**config.mk**
```make
export PLATFORM = sky130hd
export DESIGN_NAME = tcc_channel
export DESIGN_NICKNAME = d
export VERILOG_FILES = /design/src/rtl/tcc_pkg.sv /design/src/rtl/tcc_pin_sync.sv /design/src/rtl/tcc_gr_slot.sv /design/src/rtl/tcc_channel.sv
export SDC_FILE = /design/constraint.sdc
export NUM_CORES = 1
export LEC_CHECK = 0
export BUFFER_PORTS_ARGS = -buffer_cell sky130_fd_sc_hd__buf_2
export CAP_MARGIN = 20
export CORE_UTILIZATION = 31
export CTS_CLUSTER_SIZE = 8
export DETAILED_ROUTE_END_ITERATION = 6
export GPL_TIMING_DRIVEN = 0
export PLACE_DENSITY = 0.57
export SLEW_MARGIN = 30
export SYNTH_ARGS = -nofsm -noshare
export SYNTH_HDL_FRONTEND = slang
export SYNTH_SLANG_ARGS = --single-unit
```
**constraint.sdc**
```tcl
create_clock -name clk -period 3 [get_ports clk]
set_clock_uncertainty 0.05 [all_clocks]
set_input_delay 0.6 -clock clk [delete_from_list [all_inputs] [get_ports clk]]
set_output_delay 0.6 -clock clk [all_outputs]
set_load 0.02 [all_outputs]
```
**src/rtl/tcc_pkg.sv**
```systemverilog
package tcc_pkg;

    localparam int TCC_CNT_W = 16;
    localparam int TCC_CODE_W = 4;

    typedef enum logic [1:0] {
        ACT_NONE   = 2'b00,
        ACT_LOW    = 2'b01,
        ACT_HIGH   = 2'b10,
        ACT_TOGGLE = 2'b11
    } match_act_e;

    typedef enum logic [1:0] {
        CAP_RISE  = 2'b00,
        CAP_FALL  = 2'b01,
        CAP_BOTH  = 2'b10,
        CAP_NEIGH = 2'b11
    } cap_src_e;

    typedef struct packed {
        logic       is_capture;
        logic       init_level;
        match_act_e act;
        cap_src_e   cap;
    } io_mode_t;

    typedef struct packed {
        logic rise;
        logic fall;
    } pin_edge_t;

    function automatic io_mode_t decode_io(input logic [TCC_CODE_W-1:0] code);
        io_mode_t m;
        m.is_capture = code[3];
        m.init_level = code[2];
        m.act        = match_act_e'(code[1:0]);
        if (code[2])
            m.cap = CAP_NEIGH;
        else if (code[1])
            m.cap = CAP_BOTH;
        else if (code[0])
            m.cap = CAP_FALL;
        else
            m.cap = CAP_RISE;
        return m;
    endfunction

    function automatic logic drives_pin(input io_mode_t m);
        return !m.is_capture && (m.act != ACT_NONE);
    endfunction

endpackage

```
**src/rtl/tcc_pin_sync.sv**
```systemverilog
module tcc_pin_sync
    import tcc_pkg::*;
#(
    parameter int SYNC_STAGES = 2
) (
    input  logic      clk,
    input  logic      rst,
    input  logic      pin_in,
    output pin_edge_t edge_o
);
    localparam int LAST = SYNC_STAGES - 1;

    logic [SYNC_STAGES-1:0] chain;
    logic                   prev;

    genvar g;
    generate
        for (g = 0; g < SYNC_STAGES; g++) begin : g_stage
            if (g == 0) begin : g_first
                always_ff @(posedge clk) begin
                    if (rst) chain[0] <= 1'b0;
                    else     chain[0] <= pin_in;
                end
            end else begin : g_next
                always_ff @(posedge clk) begin
                    if (rst) chain[g] <= 1'b0;
                    else     chain[g] <= chain[g-1];
                end
            end
        end
    endgenerate

    always_ff @(posedge clk) begin
        if (rst) prev <= 1'b0;
        else     prev <= chain[LAST];
    end

    always_comb begin
        edge_o.rise = chain[LAST] & ~prev;
        edge_o.fall = ~chain[LAST] & prev;
    end
endmodule

```
**src/rtl/tcc_gr_slot.sv**
```systemverilog
module tcc_gr_slot
    import tcc_pkg::*;
#(
    parameter int CNT_W = TCC_CNT_W
) (
    input  logic                  clk,
    input  logic                  rst,
    input  logic                  ctl_we,
    input  logic [TCC_CODE_W-1:0] ctl_wdata,
    input  logic                  reg_we,
    input  logic [CNT_W-1:0]      reg_wdata,
    input  logic [CNT_W-1:0]      cnt_val,
    input  logic                  cnt_en,
    input  pin_edge_t             pin_edge,
    input  logic                  nb_event_ok,
    input  logic                  buf_mode,
    output logic [CNT_W-1:0]      gr_q,
    output logic                  pin_out,
    output logic                  pin_oe,
    output logic                  evt,
    output logic [TCC_CODE_W-1:0] ctl_q
);
    io_mode_t mode_cur;
    io_mode_t mode_new;
    logic     cmp_hit;
    logic     cap_trig;
    logic     cap_hit;

    always_comb begin
        mode_cur = decode_io(ctl_q);
        mode_new = decode_io(ctl_wdata);
    end

    always_comb begin
        unique case (mode_cur.cap)
            CAP_RISE:  cap_trig = pin_edge.rise;
            CAP_FALL:  cap_trig = pin_edge.fall;
            CAP_BOTH:  cap_trig = pin_edge.rise | pin_edge.fall;
            CAP_NEIGH: cap_trig = nb_event_ok;
            default:   cap_trig = 1'b0;
        endcase
    end

    assign cmp_hit = !mode_cur.is_capture && !buf_mode && cnt_en && (cnt_val == gr_q);
    assign cap_hit = mode_cur.is_capture && !buf_mode && cap_trig;

    always_ff @(posedge clk) begin
        if (rst) begin
            ctl_q   <= '0;
            pin_out <= 1'b0;
            pin_oe  <= 1'b0;
        end else if (ctl_we) begin
            ctl_q <= ctl_wdata;
            if (drives_pin(mode_new)) begin
                pin_oe  <= 1'b1;
                pin_out <= mode_new.init_level;
            end else begin
                pin_oe  <= 1'b0;
                pin_out <= 1'b0;
            end
        end else if (cmp_hit) begin
            unique case (mode_cur.act)
                ACT_LOW:    pin_out <= 1'b0;
                ACT_HIGH:   pin_out <= 1'b1;
                ACT_TOGGLE: pin_out <= ~pin_out;
                default:    pin_out <= pin_out;
            endcase
        end
    end

    always_ff @(posedge clk) begin
        if (rst)          gr_q <= '0;
        else if (reg_we)  gr_q <= reg_wdata;
        else if (cap_hit) gr_q <= cnt_val;
    end

    always_ff @(posedge clk) begin
        if (rst) evt <= 1'b0;
        else     evt <= cmp_hit | cap_hit;
    end
endmodule

```
**src/rtl/tcc_channel.sv**
```systemverilog
module tcc_channel
    import tcc_pkg::*;
#(
    parameter int CNT_W       = TCC_CNT_W,
    parameter int SYNC_STAGES = 2,
    parameter bit D_CROSS_SRC = 1'b1
) (
    input  logic             clk,
    input  logic             rst,
    input  logic [15:0]      cnt_val,
    input  logic             cnt_en,
    input  logic             nb_count,
    input  logic             nb_clk_div1,
    input  logic [1:0]       ctl_we,
    input  logic [7:0]       ctl_wdata,
    input  logic [1:0]       reg_we,
    input  logic [15:0]      reg_wdata,
    input  logic             buf_c,
    input  logic             buf_d,
    input  logic             d_src_sel,
    input  logic             pin_c_in,
    input  logic             pin_d_in,
    output logic [15:0]      gr_c,
    output logic [15:0]      gr_d,
    output logic             pin_c_out,
    output logic             pin_c_oe,
    output logic             pin_d_out,
    output logic             pin_d_oe,
    output logic             evt_c,
    output logic             evt_d
);
    localparam int NSLOT = 2;

    pin_edge_t              pin_edge [NSLOT];
    pin_edge_t              slot_edge[NSLOT];
    logic [NSLOT-1:0]       pin_in_v;
    logic [NSLOT-1:0]       buf_v;
    logic [NSLOT-1:0]       out_v;
    logic [NSLOT-1:0]       oe_v;
    logic [NSLOT-1:0]       evt_v;
    logic [CNT_W-1:0]       gr_v  [NSLOT];
    logic [TCC_CODE_W-1:0]  ctl_v [NSLOT];
    logic [TCC_CODE_W-1:0]  ctl_c_q;
    logic [TCC_CODE_W-1:0]  ctl_d_q;
    logic                   nb_event_ok;

    assign pin_in_v    = {pin_d_in, pin_c_in};
    assign buf_v       = {buf_d, buf_c};
    assign nb_event_ok = nb_count & ~nb_clk_div1;

    genvar s;
    generate
        for (s = 0; s < NSLOT; s++) begin : g_sync
            tcc_pin_sync #(.SYNC_STAGES(SYNC_STAGES)) u_sync (
                .clk    (clk),
                .rst    (rst),
                .pin_in (pin_in_v[s]),
                .edge_o (pin_edge[s])
            );
        end
    endgenerate

    assign slot_edge[0] = pin_edge[0];
    generate
        if (D_CROSS_SRC) begin : g_dsel
            assign slot_edge[1] = d_src_sel ? pin_edge[0] : pin_edge[1];
        end else begin : g_dfix
            assign slot_edge[1] = pin_edge[1];
        end
    endgenerate

    generate
        for (s = 0; s < NSLOT; s++) begin : g_slot
            tcc_gr_slot #(.CNT_W(CNT_W)) u_slot (
                .clk         (clk),
                .rst         (rst),
                .ctl_we      (ctl_we[s]),
                .ctl_wdata   (ctl_wdata[s*TCC_CODE_W +: TCC_CODE_W]),
                .reg_we      (reg_we[s]),
                .reg_wdata   (reg_wdata[CNT_W-1:0]),
                .cnt_val     (cnt_val[CNT_W-1:0]),
                .cnt_en      (cnt_en),
                .pin_edge    (slot_edge[s]),
                .nb_event_ok (nb_event_ok),
                .buf_mode    (buf_v[s]),
                .gr_q        (gr_v[s]),
                .pin_out     (out_v[s]),
                .pin_oe      (oe_v[s]),
                .evt         (evt_v[s]),
                .ctl_q       (ctl_v[s])
            );
        end
    endgenerate

    assign gr_c      = 16'(gr_v[0]);
    assign gr_d      = 16'(gr_v[1]);
    assign pin_c_out = out_v[0];
    assign pin_d_out = out_v[1];
    assign pin_c_oe  = oe_v[0];
    assign pin_d_oe  = oe_v[1];
    assign evt_c     = evt_v[0];
    assign evt_d     = evt_v[1];
    assign ctl_c_q   = ctl_v[0];
    assign ctl_d_q   = ctl_v[1];
endmodule

```
# Word-level counts from Yosys, hierarchy flattened
# Cells that the tools add are included.
# totals
ram_bits	0
romBits	0
word_cells	99
latch_bits	0
reg_bits	52
mem_count	0
# op_classes
n_reduce_logical	30
n_eq_ne	14
n_mux	23
magnitude_cmp	0
bitwise_logic	16
n_shift	0
div_mod_pow	0
mul	0
add_sub_neg	0
# ops
op	n
two-way mux 16 bit	4
== test 16 bit	2
== test 2 bit (second input constant)	8
logical AND 1 bit	12
nonzero test 2 bit	6
two-way mux 1 bit	10
two-way mux 2 bit	5
== test 2 x 1 -> 1 bit (second input constant)	4
one-hot mux 1 bit (4 select lines)	2
nonzero test 4 bit	2
NOT 1 bit	7
logical NOT 1 bit	6
one-hot mux 1 bit (3 select lines)	2
bitwise AND 1 bit	5
logical NOT 2 bit	2
bitwise OR 1 bit	4
AND reduction 2 bit	2

# Longest topological paths before layout
# depth
depth_word	8
depth_mapped	9
mapped_depth_nobuf	7

# By module
# Synthesis repeated with hierarchy kept, for this count alone.
# unflattened
cells_unflattened	315
area_unflattened_um2	2788.9
# modules_own_cells
module	cells_each	n_inst	area_each_um2
tcc_gr_slot	148	2	1288.7
tcc_pin_sync	8	2	91.3
tcc_channel	3	1	28.8

# Least setup slack after synthesis
# OpenSTA, ideal clock, no wires.
# synth_path
kind	input-to-reg
startpoint	in d_src_sel
endpoint	reg g_slot[1].u_slot.gr_q[15]
arrival_ps	1878
setup_ps	155
stages	5
setup_slack_ps	917
n_path_buf	1
path_cell_list	or3b_1 > a311o_1 > buf_2 > a41oi_1 > a221oi_1
# synth_via
elab_chain_len	5
# synth_rtl
item	line	text
start: declaration	tcc_channel.sv:20	input logic d_src_sel,
two-way mux 2 bit *	tcc_channel.sv:66	assign slot_edge[1] = d_src_sel ? pin_edge[0] : pin_edge[1];
bitwise OR 1 bit	tcc_gr_slot.sv:38	CAP_BOTH: cap_trig = pin_edge.rise | pin_edge.fall;
one-hot mux 1 bit (4 select lines) *	tcc_gr_slot.sv:35	unique case (mode_cur.cap)
logical AND 1 bit *	tcc_gr_slot.sv:45	assign cap_hit = mode_cur.is_capture && !buf_mode && cap_trig;
nonzero test 2 bit (no source line) *	n/a	
end signal: assignment	tcc_gr_slot.sv:73	else if (reg_we) gr_q <= reg_wdata;
end signal: assignment	tcc_gr_slot.sv:74	else if (cap_hit) gr_q <= cnt_val;
end: declaration	tcc_gr_slot.sv:17	output logic [CNT_W-1:0] gr_q,
# Mark *: on every way between the ends. The rest lies on a longest branch, timed or not.
# A chain may end at the register's enable or synchronous reset.

# Worst setup path in the final report
# layout_path
startpoint	reg g_slot[0].u_slot.ctl_q[1]
endpoint	reg g_slot[0].u_slot.gr_q[5]
# layout_via
elab_chain_len	6
# layout_rtl
item	line	text
start: declaration	tcc_gr_slot.sv:21	output logic [TCC_CODE_W-1:0] ctl_q
start signal: assignment	tcc_gr_slot.sv:53	ctl_q <= ctl_wdata;
two-way mux 2 bit *	tcc_pkg.sv:39	else if (code[1])
two-way mux 2 bit *	tcc_pkg.sv:37	if (code[2])
== test 2 bit (tied with other cells)	tcc_gr_slot.sv:35	
one-hot mux 1 bit (4 select lines) *	tcc_gr_slot.sv:35	
logical AND 1 bit *	tcc_gr_slot.sv:45	
nonzero test 2 bit (no source line) *	n/a	
end signal: assignment	tcc_gr_slot.sv:73	
end signal: assignment	tcc_gr_slot.sv:74	
end: declaration	tcc_gr_slot.sv:17	
# Marks and branches as above.

==> results.py <==
metrics = {
    "run_status": {
        "status": "completed",
    },
    "logic_synthesis": {
        "ys_seq_area_share_pct": 34.9,
        "synth_flop_cell": "dfxtp_1",
        "synth_adder_area_share_pct": 3.35,
        "syn_inst": 324,
        "ys_ff_latch": 52,
        "yosysTopAreaCell": "dfxtp_1",
        "synth_edf_count": 0,
        "synth.avg_cell_area_um2": 9.21,
        "synth-simple-area-share_pct": 13.9,
        "synthesis.nets": 386,
        "synth-compound-area-share_pct": 28.0,
        "synth_xor_xnor_area_share_pct": 9.39,
        "synth_area_leaders": "dfxtp_1, xnor2_1, a221oi_2",
        "synth_top_family_by_area": "compound AO/OA/AOI/OAI gates",
        "ys_async_sr_fraction_pct": 0,
        "synthMuxAreaShare_pct": 3.77,
        "syn_area_um2": 2980,
        "yosysWarnings": 0,
        "synth.distinct_cells": 35,
        "netlist.area_leader.share_pct": 34.9,
    },
    "cts": {
        "cts_buffer_depth": 2,
        "post-cts-setup-buffer-count": 0,
        "cts_resized": 0,
        "cts_root_buf": "clkbuf_8",
        "tritoncts": "done",
        "h-tree-depth": 2,
        "clkTransAtPathRegs_ns": 0.10,
        "clk-insertion-delay-late_ns": 0.31,
        "cts_made_buffers": 5,
        "cts_hold_buf": 0,
        "cts_sinks": 52,
    },
    "die": {
        "die_w_um": 100,
        "start_util_pct": 32.1,
        "die_area_um2": 10000,
        "rows": 35,
        "core_area_um2": 9280,
        "die_y_um": 100,
        "ios": 92,
    },
    "placed_design": {
        "dp_hpwl_um": 7010,
        "placed_cell_area_um2": 3590,
        "io_buffers": 88,
        "gp_congestion": 0.797,
    },
    "critical_path": {
        "crit_path_cell_trace": "inv_1 > ha_1 > mux2i_1 > or3_4 > a311oi_4 > clkbuf_1 > nand2b_1 > a221oi_2",
        "critical_path.max_fanout": 10,
        "critPathKind": "flip-flop to flip-flop",
        "reg2regPathDepth": 8,
        "path_depth": 8,
        "cp-end-kind": "flip-flop",
        "cp_slowest_stage_delay_ns": 0.49,
        "crit_required_ns": 3.12,
        "cpLargestDelayFamily": "compound AO/OA/AOI/OAI gates",
        "path_buf_inv": 2,
        "critPathSlowestCell": "a311oi_4",
        "worst_ep_arrival_time_ns": 2.67,
        "cp-start-kind": "flip-flop",
    },
    "power": {
        "leakage_uw": 0.00149,
        "vdd_drop_max_v": 0.000250,
        "fin_total_pwr_uw": 1620,
        "power.density_nw_per_um2": 439,
    },
    "detailed_routing": {
        "drt-pass1-iter-count": 4,
        "vias_per_cell": 5.17,
        "ant_nets": 0,
        "drt_iter0_drc": 166,
        "num_vias": 2837,
        "post_drt_wl_per_cell_um": 16.9,
        "drt_wl_total_um": 9250,
        "remaining_drc_errors": 0,
    },
    "timing": {
        "hold_viol_final": 0,
        "fin_crit_ns": 2.55,
        "setup_violations": 0,
        "setup_tns_ns": 0,
        "tightest_slew_ns": 0.835,
        "drv_slew": 0,
        "rsz0062_at_grt": "false",
        "max_freq_mhz": 392,
        "timing.final.crit_share_pct": 85.0,
        "whs_ns": 0.391,
        "maxSlewHeadroom_pct": 44.3,
    },
    "grt": {
        "antenna_found_initial": 0,
        "grtUsageTotal_pct": 18.4,
        "grt_overflow": 0,
        "grt_pass1_vias": 2755,
        "grt_pass1_wl_um": 14200,
        "grt_max_degree": 16,
    },
    "finish": {
        "fin_nets": 481,
        "area.growth.synth_to_final_pct": 23.8,
        "multiInputGateArea_um2": 1740,
        "regArea_um2": 1040,
        "final_cell_area_um2": 3690,
        "n_fill_cell": 1011,
        "final_common_cell": "buf_2",
        "layout_common_cells": "buf_2, dfxtp_1, xnor2_1, inv_1",
        "insertedDiodeCount": 0,
        "drive_gt1_share_pct": 28.8,
        "final_core_util_pct": 39.8,
    },
    "flow_run": {
        "drv_cap": 0,
    },
    "min_path": {
        "hold_path_class": "flip-flop to flip-flop",
        "hold_path_depth": 1,
    },
}
==> registers in the layout, indices dropped and copies added, names as in the netlist <==
| name | cells |
|---|---|
| g_slot.u_slot.pin_oe | 2 |
| g_sync.u_sync.prev | 2 |
| g_sync.u_sync.chain | 4 |
| g_slot.u_slot.pin_out | 2 |
| g_slot.u_slot.gr_q | 32 |
| g_slot.u_slot.evt | 2 |
| g_slot.u_slot.ctl_q | 8 |
==> logic make-up (layout without fill, tap and decap cells) <==
kind of cell,Yosys count,in the layout
AOI/OAI and AO/OA,97,97
xor gates and xnor gates,32,32
adders and majority gates,8,8
muxes,11,11
buffers and inverters,48,144
and+or+nand+nor,76,76
DFF,52,52
==> worst paths after layout <==
| path | startpoint | slack (ns) | endpoint |
|---|---|---|---|
| setup / recovery | g_slot[0].u_slot.ctl_q[1] | 0.45 | g_slot[0].u_slot.gr_q[5] |
| hold / removal | g_sync[0].u_sync.chain[0] | 0.39 | g_sync[0].u_sync.chain[1] |
| setup reg to reg | g_slot[0].u_slot.ctl_q[1] | 0.45 | g_slot[0].u_slot.gr_q[5] |
| hold reg to reg | g_sync[0].u_sync.chain[0] | 0.39 | g_sync[0].u_sync.chain[1] |
==> per-stage QoR <==
stage / std cells / worst slack [ns]
4_1_cts: 549 / 0.449
3_5_place_dp: 541 / 0.440
6_report: 549 / 0.449
3_3_place_gp: 541 / 0.454
5_1_grt: 549 / 0.310
2_1_floorplan: 324 / 0.917
==> worst register-to-register path, stage by stage (launching register included) <==
cell	delay (ns)
dfxtp_1	0.42
inv_1	0.06
ha_1	0.21
mux2i_1	0.13
or3_4	0.34
a311oi_4	0.49
clkbuf_1	0.44
nand2b_1	0.20
a221oi_2	0.06
==> layer usage <==
| metal | wire [um] | GRT usage [%] | up-vias | share of wire (%) |
|---|---|---|---|---|
| li1 | - | - | 1376 | - |
| met1 | 4200 | 25.3 | 1332 | 45 |
| met2 | 4250 | 28.9 | 114 | 46 |
| met3 | 636 | 3.69 | 15 | 6.9 |
| met4 | 167 | 6.24 | 0 | 1.8 |
| met5 | 0 | 0 | - | 0 |
==> synth_stat cells (all sizes together), types with 2 or more instances <==
cell type / n
dfxtp: 52
a221oi: 32
xnor2: 32
inv: 25
a21oi: 23
nor2: 23
nand2b: 20
clkbuf: 18
o21ai: 18
a41oi: 16
mux2i: 9
ha: 8
nand2: 6
nand4: 6
nor2b: 6
buf: 5
nand3: 4
nor3: 3
a311oi: 2
a31oi: 2
mux2: 2
nor3b: 2
o32a: 2
or3b: 2
==> area by class of cell <==
type                    instances  share of cell area [%]
multi-input cells             224                    47.2
flip-flops and latches         52                    28.2
repair buffers                 88                    11.9
well taps                     129                    4.37
plain buffers                  23                    2.88
inverters                      25                    2.54
clock buffers                   6                    1.96
clock inverters                 2                   0.949
==> power breakdown <==
part | internal [uW] | switching, uW | leakage [uW]
clock | 248 | 251 | 0.0000552
combinational | 146 | 202 | 0.00100
sequential | 733 | 41.2 | 0.000430
(Power assumes the default switching activity.)
